**src/rtl/dfc_pkg.sv**
```systemverilog
package dfc_pkg;
  typedef enum logic [2:0] {
    OP_STOP  = 3'd0,
    OP_RUN   = 3'd1,
    OP_STEP  = 3'd2,
    OP_STUFF = 3'd3,
    OP_TMR   = 3'd4,
    OP_RCORE = 3'd5,
    OP_RCHIP = 3'd6,
    OP_RSYS  = 3'd7
  } dbg_op_e;

  typedef enum logic [1:0] {
    TMR_RUN    = 2'b00,
    TMR_HOLD   = 2'b01,
    TMR_ON_EVT = 2'b10,
    TMR_RSVD   = 2'b11
  } tmr_pol_e;

  localparam int unsigned NSCOPE = 3;  // 0 core, 1 chip, 2 system
endpackage

```
**src/rtl/dfc_run_ctl.sv**
```systemverilog
module dfc_run_ctl
  import dfc_pkg::*;
#(
  parameter int unsigned INSN_W = 32
) (
  input  logic              clk,
  input  logic              rst_n,
  input  logic              halt_i,
  input  logic              cmd_acc_i,
  input  logic [2:0]        cmd_op_i,
  input  logic [INSN_W-1:0] cmd_data_i,
  input  logic              stuff_ready_i,
  output logic              held_o,
  output logic              freeze_o,
  output logic              issue_ok_o,
  output logic              stuff_valid_o,
  output logic [INSN_W-1:0] stuff_word_o
);
  dbg_op_e op;
  logic stop_q, halt_q, step_q, svld_q;
  logic [INSN_W-1:0] word_q;

  assign op = dbg_op_e'(cmd_op_i);
  assign held_o = stop_q | halt_q;

  always_ff @(posedge clk or negedge rst_n) begin
    if (!rst_n) begin
      stop_q <= 1'b0;
      halt_q <= 1'b0;
      step_q <= 1'b0;
      svld_q <= 1'b0;
      word_q <= '0;
    end else begin
      halt_q <= halt_i;
      step_q <= cmd_acc_i && (op == OP_STEP) && held_o;
      if (cmd_acc_i && (op == OP_STOP))      stop_q <= 1'b1;
      else if (cmd_acc_i && (op == OP_RUN))  stop_q <= 1'b0;
      if (svld_q && stuff_ready_i) svld_q <= 1'b0;
      if (cmd_acc_i && (op == OP_STUFF) && held_o) begin
        svld_q <= 1'b1;
        word_q <= cmd_data_i;
      end
    end
  end

  assign freeze_o      = held_o & ~step_q;
  assign issue_ok_o    = step_q;
  assign stuff_valid_o = svld_q;
  assign stuff_word_o  = word_q;

  // a permit only follows a frozen cycle
  a_r4_step_from_frozen: assert property (@(posedge clk) disable iff (!rst_n)
    issue_ok_o |-> $past(held_o));
  // run while halt is high keeps the core frozen
  a_r3_run_under_halt: assert property (@(posedge clk) disable iff (!rst_n)
    (cmd_acc_i && (op == OP_RUN) && halt_i) |=> freeze_o);
  // a waiting stuffed word is held stable
  a_r5_stuff_stable: assert property (@(posedge clk) disable iff (!rst_n)
    (stuff_valid_o && !stuff_ready_i) |=> (stuff_valid_o && $stable(stuff_word_o)));
endmodule

```
**src/rtl/dfc_trace_tmr.sv**
```systemverilog
module dfc_trace_tmr
  import dfc_pkg::*;
#(
  parameter int unsigned NUM_EVT = 4
) (
  input  logic               clk,
  input  logic               rst_n,
  input  logic [NUM_EVT-1:0] evt_i,
  input  logic               mode_int_i,
  input  logic               mode_ext_i,
  input  logic               mode_wait_i,
  input  logic               held_i,
  input  logic               port_we_i,
  input  logic [1:0]         port_pol_i,
  input  logic               reg_we_i,
  input  logic [1:0]         reg_pol_i,
  output logic               trig_o,
  output logic               tmr_en_o
);
  logic     any_evt, trig_q, hd_q, evf_q;
  tmr_pol_e pol_q;

  assign any_evt = |evt_i;

  always_ff @(posedge clk or negedge rst_n) begin
    if (!rst_n) begin
      trig_q <= 1'b0;
      hd_q   <= 1'b0;
      evf_q  <= 1'b0;
      pol_q  <= TMR_RUN;
    end else begin
      trig_q <= any_evt & ~(mode_int_i | mode_ext_i | mode_wait_i);
      hd_q   <= held_i;
      if (port_we_i)     pol_q <= tmr_pol_e'(port_pol_i);
      else if (reg_we_i) pol_q <= tmr_pol_e'(reg_pol_i);
      if ((pol_q == TMR_ON_EVT) && any_evt) evf_q <= 1'b1;
      else if (hd_q && !held_i)             evf_q <= 1'b0;
    end
  end

  assign trig_o   = trig_q;
  assign tmr_en_o = (pol_q != TMR_HOLD) && !((pol_q == TMR_ON_EVT) && evf_q);

  // any mode bit set blocks the trigger
  a_r1_mode_masks: assert property (@(posedge clk) disable iff (!rst_n)
    (any_evt && (mode_int_i || mode_ext_i || mode_wait_i)) |=> !trig_o);
  // writing the always-frozen policy stops the timers
  a_r6_hold_policy: assert property (@(posedge clk) disable iff (!rst_n)
    (port_we_i && (port_pol_i == 2'b01)) |=> !tmr_en_o);
  // an event under the event policy stops the timers
  a_r7_evt_stops: assert property (@(posedge clk) disable iff (!rst_n)
    ((pol_q == TMR_ON_EVT) && any_evt && !port_we_i && !reg_we_i) |=> !tmr_en_o);
endmodule

```
**src/rtl/dfc_rst_gen.sv**
```systemverilog
module dfc_rst_gen
  import dfc_pkg::*;
#(
  parameter int unsigned RST_LEN = 4
) (
  input  logic              clk,
  input  logic              rst_n,
  input  logic [NSCOPE-1:0] req_i,
  output logic [NSCOPE-1:0] rst_o
);
  localparam int unsigned CNT_W = $clog2(RST_LEN + 1);
  localparam logic [CNT_W-1:0] LAST = CNT_W'(RST_LEN - 1);

  logic [NSCOPE-1:0] scope_q, pick;
  logic [CNT_W-1:0]  cnt_q;

  always_comb begin
    pick = '0;
    if (req_i[2])      pick[2] = 1'b1;
    else if (req_i[1]) pick[1] = 1'b1;
    else if (req_i[0]) pick[0] = 1'b1;
  end

  always_ff @(posedge clk or negedge rst_n) begin
    if (!rst_n) begin
      scope_q <= '0;
      cnt_q   <= '0;
    end else if (scope_q == '0) begin
      if (req_i != '0) begin
        scope_q <= pick;
        cnt_q   <= LAST;
      end
    end else if (cnt_q == '0) begin
      scope_q <= '0;
    end else begin
      cnt_q <= cnt_q - 1'b1;
    end
  end

  assign rst_o = scope_q;

  // never more than one reset scope at a time
  a_r9_one_scope: assert property (@(posedge clk) disable iff (!rst_n)
    $onehot0(rst_o));
  // a running pulse keeps its scope until its count expires
  a_r9_pulse_hold: assert property (@(posedge clk) disable iff (!rst_n)
    ((rst_o != '0) && (cnt_q != '0)) |=> $stable(rst_o));
endmodule

```
**src/rtl/dbg_freeze_ctrl.sv**
```systemverilog
module dbg_freeze_ctrl
  import dfc_pkg::*;
#(
  parameter int unsigned INSN_W  = 32,
  parameter int unsigned NUM_EVT = 4,
  parameter int unsigned RST_LEN = 4
) (
  input  logic               clk,
  input  logic               rst_n,
  input  logic [NUM_EVT-1:0] dbg_evt_i,
  input  logic               mode_int_i,
  input  logic               mode_ext_i,
  input  logic               mode_wait_i,
  input  logic               halt_i,
  input  logic               cmd_valid_i,
  output logic               cmd_ready_o,
  input  logic [2:0]         cmd_op_i,
  input  logic [INSN_W-1:0]  cmd_data_i,
  output logic               stuff_valid_o,
  input  logic               stuff_ready_i,
  output logic [INSN_W-1:0]  stuff_word_o,
  output logic               freeze_o,
  output logic               issue_ok_o,
  output logic               trace_trig_o,
  input  logic               ctl_tmr_we_i,
  input  logic [1:0]         ctl_tmr_pol_i,
  input  logic [2:0]         ctl_rst_i,
  input  logic [2:0]         ext_rst_i,
  output logic               tmr_en_o,
  output logic               rst_core_o,
  output logic               rst_chip_o,
  output logic               rst_sys_o
);
  logic              cmd_acc, held, port_we;
  logic [NSCOPE-1:0] rst_req, rst_pulse;

  assign cmd_ready_o = ~stuff_valid_o;
  assign cmd_acc     = cmd_valid_i & cmd_ready_o;
  assign port_we     = cmd_acc && (cmd_op_i == 3'(OP_TMR));

  for (genvar s = 0; s < NSCOPE; s++) begin : g_req
    assign rst_req[s] = ext_rst_i[s] | ctl_rst_i[s] |
                        (cmd_acc && (cmd_op_i == 3'(32'(OP_RCORE) + s)));
  end

  dfc_run_ctl #(.INSN_W(INSN_W)) run_i (
    .clk(clk), .rst_n(rst_n), .halt_i(halt_i), .cmd_acc_i(cmd_acc),
    .cmd_op_i(cmd_op_i), .cmd_data_i(cmd_data_i), .stuff_ready_i(stuff_ready_i),
    .held_o(held), .freeze_o(freeze_o), .issue_ok_o(issue_ok_o),
    .stuff_valid_o(stuff_valid_o), .stuff_word_o(stuff_word_o)
  );

  dfc_trace_tmr #(.NUM_EVT(NUM_EVT)) trc_i (
    .clk(clk), .rst_n(rst_n), .evt_i(dbg_evt_i), .mode_int_i(mode_int_i),
    .mode_ext_i(mode_ext_i), .mode_wait_i(mode_wait_i), .held_i(held),
    .port_we_i(port_we), .port_pol_i(cmd_data_i[1:0]), .reg_we_i(ctl_tmr_we_i),
    .reg_pol_i(ctl_tmr_pol_i), .trig_o(trace_trig_o), .tmr_en_o(tmr_en_o)
  );

  dfc_rst_gen #(.RST_LEN(RST_LEN)) rst_i (
    .clk(clk), .rst_n(rst_n), .req_i(rst_req), .rst_o(rst_pulse)
  );

  assign rst_core_o = rst_pulse[0];
  assign rst_chip_o = rst_pulse[1];
  assign rst_sys_o  = rst_pulse[2];

  // commands are blocked while a stuffed word waits
  a_r5_backpressure: assert property (@(posedge clk) disable iff (!rst_n)
    stuff_valid_o |-> !cmd_ready_o);
endmodule

```
**config.mk**
```make
export PLATFORM = sky130hd
export DESIGN_NAME = dbg_freeze_ctrl
export DESIGN_NICKNAME = d
export VERILOG_FILES = /design/src/rtl/dfc_pkg.sv /design/src/rtl/dfc_run_ctl.sv /design/src/rtl/dfc_trace_tmr.sv /design/src/rtl/dfc_rst_gen.sv /design/src/rtl/dbg_freeze_ctrl.sv
export SDC_FILE = /design/constraint.sdc
export NUM_CORES = 1
export LEC_CHECK = 0
export BUFFER_PORTS_ARGS = -buffer_cell sky130_fd_sc_hd__buf_2
export CORE_UTILIZATION = 25
export CTS_CLUSTER_SIZE = 12
export DETAILED_ROUTE_END_ITERATION = 12
export PLACE_DENSITY = 0.48
export SYNTH_ARGS = -nofsm -noshare
export SYNTH_HDL_FRONTEND = slang
export SYNTH_SLANG_ARGS = --single-unit
export TNS_END_PERCENT = 20
```
**constraint.sdc**
```tcl
create_clock -name clk -period 4.75 [get_ports clk]
set_input_delay 0.475 -clock clk [delete_from_list [all_inputs] [get_ports clk]]
set_output_delay 0.475 -clock clk [all_outputs]
set_load 0.005 [all_outputs]
```
Yosys cells after proc, flatten, opt, wreduce, memory -nomap -nowiden
Index checks and enable logic that the tools add are counted.
{"block": "totals", "input_bits": 56, "reg_bits": 47, "out_inout_bits": 41, "elab_cells": 86}
{"block": "op_classes", "mux": 19, "reduce_logical": 29, "add_sub_neg": 1, "n_bitwise": 15, "n_eq_ne": 11}
{"operator": "$mux W3", "n": 6}
{"operator": "$logic_and A1 B1 Y1", "n": 15}
{"operator": "$eq A3 B3 Y1 const B", "n": 4}
{"operator": "$mux W1", "n": 10}
{"operator": "$reduce_bool A2 Y1", "n": 5}
{"operator": "$logic_not A3 Y1", "n": 3}
{"operator": "$or A1 B1 Y1", "n": 9}
{"operator": "$eq A3 B2 Y1 const B", "n": 2}
{"operator": "$mux W2", "n": 3}
{"operator": "$ne A2 B1 Y1 const B", "n": 2}
{"operator": "$reduce_and A2 Y1", "n": 2}
{"operator": "$reduce_or A4 Y1", "n": 1}
{"operator": "$and A1 B1 Y1", "n": 3}
{"operator": "$eq A3 B1 Y1 const B", "n": 1}
{"operator": "$not A1 Y1", "n": 3}
{"operator": "$reduce_bool A3 Y1", "n": 1}
{"operator": "$sub A3 B1 Y3 const B", "n": 1}
{"operator": "$eq A2 B2 Y1 const B", "n": 1}
{"operator": "$logic_not A1 Y1", "n": 2}
{"operator": "$ne A2 B2 Y1 const B", "n": 1}

Depth between registers and ports, before layout
{"block": "depth", "word_depth": 9, "mapped_depth": 7}

Modules after synthesis
From an unflattened synthesis, not the netlist that was laid out.
{"block": "unflattened", "hier_cells": 137, "hier_area_um2": 2124.5}
{"module": "dfc_run_ctl", "seq_area_each_um2": 900.9, "cells_per_inst": 83, "area_per_inst_um2": 1510.2, "n_inst": 1}
{"module": "dfc_rst_gen", "seq_area_each_um2": 150.1, "cells_per_inst": 27, "area_per_inst_um2": 315.3, "n_inst": 1}
{"module": "dfc_trace_tmr", "seq_area_each_um2": 125.1, "cells_per_inst": 18, "area_per_inst_um2": 227.7, "n_inst": 1}
{"module": "dbg_freeze_ctrl", "seq_area_each_um2": 0.0, "cells_per_inst": 9, "area_per_inst_um2": 71.3, "n_inst": 1}

Least setup slack after synthesis
Ideal clock, no wire load.
{"block": "synth_path", "path_type": "input-to-reg", "from": "input cmd_op_i[1]", "to": "register run_i.word_q[10] (netlist: run_i.stuff_word_o[10])", "setup_slack_ns": 2.953, "arrival_time_ns": 1.672, "setup_time_ns": 0.125, "stages": 6, "path_buffers": 3, "cell_sequence": "buf_6 -> nand2_2 -> or4b_4 -> buf_6 -> buf_12 -> mux2_4"}
{"block": "synth_via", "elab_chain_len": 3}
{"element": "from (decl)", "line": "dbg_freeze_ctrl.sv:17", "rtl": "input logic [2:0] cmd_op_i,"}
{"element": "$eq A3 B2 Y1", "line": "dfc_run_ctl.sv:39", "rtl": "if (cmd_acc_i && (op == OP_STUFF) && held_o) begin"}
{"element": "$logic_and A1 B1 Y1 (2 in a row)", "line": "dfc_run_ctl.sv:39"}
{"element": "to (signal assigned)", "line": "dfc_run_ctl.sv:41", "rtl": "word_q <= cmd_data_i;"}
{"element": "to (decl)", "line": "dfc_run_ctl.sv:21", "rtl": "logic [INSN_W-1:0] word_q;"}
Every way passes these cells.
A chain may end at the register's enable or synchronous reset.

Worst setup path after layout
{"block": "layout_path", "from": "register run_i.svld_q (netlist: run_i.stuff_valid_o)", "to": "register run_i.word_q[7] (netlist: run_i.stuff_word_o[7])"}
{"block": "layout_via", "elab_chain_len": 4}
{"element": "from (decl)", "line": "dfc_run_ctl.sv:20", "rtl": "logic stop_q, halt_q, step_q, svld_q;"}
{"element": "from (signal assigned)", "line": "dfc_run_ctl.sv:31", "rtl": "svld_q <= 1'b0;"}
{"element": "from (signal assigned)", "line": "dfc_run_ctl.sv:38", "rtl": "if (svld_q && stuff_ready_i) svld_q <= 1'b0;"}
{"element": "from (signal assigned)", "line": "dfc_run_ctl.sv:40", "rtl": "svld_q <= 1'b1;"}
{"element": "$not A1 Y1", "line": "dbg_freeze_ctrl.sv:37", "rtl": "assign cmd_ready_o = ~stuff_valid_o;"}
{"element": "$and A1 B1 Y1", "line": "dbg_freeze_ctrl.sv:38", "rtl": "assign cmd_acc = cmd_valid_i & cmd_ready_o;"}
{"element": "$logic_and A1 B1 Y1 (2 in a row)", "line": "dfc_run_ctl.sv:39"}
Every way passes these cells.

==> flow_summary.json <==
{
  "layout_commonest_cell": "buf_2",
  "hold_buffers": 0,
  "h-tree-depth": 2,
  "grt_overflow": 0,
  "synth_top_cell_by_area": "dfrtp_1",
  "grt_start_max_net_pins": 48,
  "grt_use_met3_pct": 3.14,
  "first_global_vias": 1447,
  "r2r_cells": 3,
  "synth.top_cell.area_share_pct": 54.9,
  "reg2reg_slack_ns": 2.81,
  "path_class": "flop to flop",
  "max-slew-margin-rel_pct": 30.4,
  "cts_resized": 0,
  "async_flop_share_pct": 100,
  "required_ns": 4.93,
  "drv_slew": 0,
  "grtUsageMet2_pct": 15.9,
  "io_pins": 97,
  "power_density_mw_per_mm2": 448,
  "finalSetupViolCount": 0,
  "finalSetupTns_ns": 0,
  "critPathLaunchType": "flop",
  "cts_made_buffers": 5,
  "outcome": "finished, final reports clean",
  "whs_path_depth": 1,
  "p_total_mw": 1.25,
  "max-cap-violations": 0,
  "ys_warn_count": 0,
  "fillCellCount": 860,
  "area.growth.synth_to_final_pct": 29.7,
  "yosysSeqAreaShare_pct": 54.9,
  "wl_per_cell_microns": 12.2,
  "die_h_microns": 94.5,
  "grt_use_total_pct": 9.71,
  "ir_drop_mv": 0.159,
  "die_w_microns": 94.5,
  "ant_nets": 0,
  "synth_area_leaders": "dfrtp_1, mux2_4, buf_12, mux2_2, nor2_1",
  "layout-drive-gt1-share_pct": 58.2,
  "clk_pin_slew_ns": 0.09,
  "cts.path.max_buffers": 2,
  "critPathCaptureType": "flop",
  "p_comb_share_pct": 30.1,
  "coreArea_sq_mm": 0.00826,
  "postCtsSetupRepairBufs": 0,
  "dp_cells": 346,
  "final.setup_skew_ns": 0.00521,
  "nets": 306,
  "p_leak_nw": 1.47,
  "clock.fmax_mhz": 516,
  "tightest_slew_ns": 1.04,
  "insertedDiodeCount": 0,
  "grt_busiest_layer": "met2",
  "initial_utilization_pct": 25.9,
  "mostFrequentLayoutCells": "buf_2, dfrtp_1, mux2_4",
  "synth.avg_cell_area_sq_um": 14.2,
  "port_buffers": 96,
  "stdcell_count": 354,
  "syn_area_sq_mm": 0.00214,
  "period_minus_slack_ns": 1.94,
  "dieArea_sq_mm": 0.00894,
  "utilization_pct": 33.6,
  "rsz0062_at_grt": "no",
  "hold_path.class": "input port to flop",
  "gr-usage-met1_pct": 12.1,
  "drc": 0,
  "grt_antenna_before_repair": 0,
  "synth_edf_count": 0,
  "power_frac_clock_pct": 23.5,
  "cts_root_buf": "clkbuf_8",
  "place_congestion": 0.696,
  "p_sw_share_pct": 27.9,
  "critPathMaxFanout": 33,
  "timing.rr.end": "run_i.stuff_word_o[7]",
  "vias_per_cell": 4.17,
  "ys_seq_elements": 47,
  "arrival_ns": 2.12,
  "drt_iter0_drc": 33,
  "hold_viol": 0,
  "netlist_instances": 151,
  "wirelength_microns": 4320,
  "cts_tree": "yes",
  "drt-pass1-iter-count": 4,
  "placementRows": 33,
  "synth_nets": 209,
  "clock_sinks": 47,
  "insertion_delay_ns": 0.29,
  "fin_crit_sh_pct": 40.8,
  "num_vias": 1475,
  "seqPwrFrac_pct": 46.3,
  "yosys_most_used_dff": "dfrtp_1",
  "worstReg2RegStart": "run_i.stuff_valid_o",
  "hp-start": "halt_i",
  "grt_pass1_wl_microns": 6690,
  "switchingPower_uw": 347,
  "hold_end": "run_i.halt_q",
  "synth_cell_types": 35,
  "internal_power_uw": 898,
  "dpl.hpwl_microns": 3120
}
[logic make-up after synthesis]
| kind of cell | Yosys count | share of synthesized area [%] |
|---|---|---|
| AOI/OAI and AO/OA | 20 | 6.37 |
| xor gates and xnor gates | 1 | 0.409 |
| adders and majority gates | 2 | 1.17 |
| buffers and inverters | 10 | 4.79 |
| DFF | 47 | 54.9 |
| muxes | 35 | 23.4 |
| and+or+nand+nor | 36 | 8.94 |
[flip-flops by register name (all words and copies together) (netlist names)]
register / cells
rst_i.cnt_q: 3
rst_i.rst_o: 3
run_i.halt_q: 1
run_i.issue_ok_o: 1
run_i.stop_q: 1
run_i.stuff_valid_o: 1
run_i.stuff_word_o: 32
trc_i.evf_q: 1
trc_i.hd_q: 1
trc_i.pol_q: 2
trc_i.trig_o: 1
[final cells by class]
class	count	area (sq um)	area share [%]
Timing Repair Buffer	96	480	17.3
Clock inverter	3	43.8	1.58
Inverter	4	15.0	0.541
Clock buffer	5	68.8	2.48
Multi-Input combinational cell	94	862	31.0
Sequential cell	47	1180	42.3
Tap cell	105	131	4.73
[metal layers]
metal | part of all wire, % | wire [microns]
met3 | 7.6 | 330
met2 | 45 | 1950
met4 | 0.81 | 35
met1 | 46 | 2000
met5 | 0 | 0
[worst max path at each step]
| stage | from | to | slack, ns |
|---|---|---|---|
| 2_1_floorplan | cmd_op_i[1] | run_i.stuff_word_o[10] | 2.95 |
| 3_5_place_dp | cmd_op_i[1] | run_i.stuff_word_o[2] | 2.69 |
| 4_1_cts | run_i.stuff_valid_o | run_i.stuff_word_o[17] | 2.80 |
| 3_3_place_gp | cmd_op_i[1] | run_i.stuff_word_o[11] | 2.71 |
| 5_1_grt | run_i.stuff_valid_o | run_i.stuff_word_o[7] | 2.74 |
| 6_report | run_i.stuff_valid_o | run_i.stuff_word_o[7] | 2.81 |
[worst max-delay path, stage by stage (launching register included)]
cell and delay (ns):
dfrtp_1 0.42, nand2b_4 0.17, or4b_4 0.82, mux2_4 0.39
[power by group through the flow]
stage | clock network [mW] | logic, mW | registers (mW)
after global placement | 0 | 0.373 | 0.586
after detailed placement | 0 | 0.382 | 0.586
final | 0.293 | 0.375 | 0.577
after CTS | 0.308 | 0.383 | 0.579
after global routing | 0.321 | 0.426 | 0.592
after floorplan | 0 | 0.217 | 0.588
[cell usage after synthesis (2+ instances only)]
master	n
nor4_1	3
a21oi_1	4
mux2_4	29
ha_1	2
or2_2	2
dfrtp_1	47
nor3_1	2
nand2_1	8
mux2_2	4
mux2i_1	2
nand2b_1	2
o21ai_0	7
nor2_1	12
buf_12	3
inv_1	3
buf_6	2
[through the flow]
| step | hold WS, ns | setup slack [ns] | cell area (sq um) |
|---|---|---|---|
| after detailed placement | 0.481 | 2.69 | 2670 |
| after global placement | 0.465 | 2.71 | 2670 |
| after global routing | 0.265 | 2.74 | 2780 |
| after CTS | 0.267 | 2.80 | 2780 |
| after floorplan | 0.179 | 2.95 | 2140 |
| final | 0.281 | 2.81 | 2780 |
(Power assumes the default switching activity.)
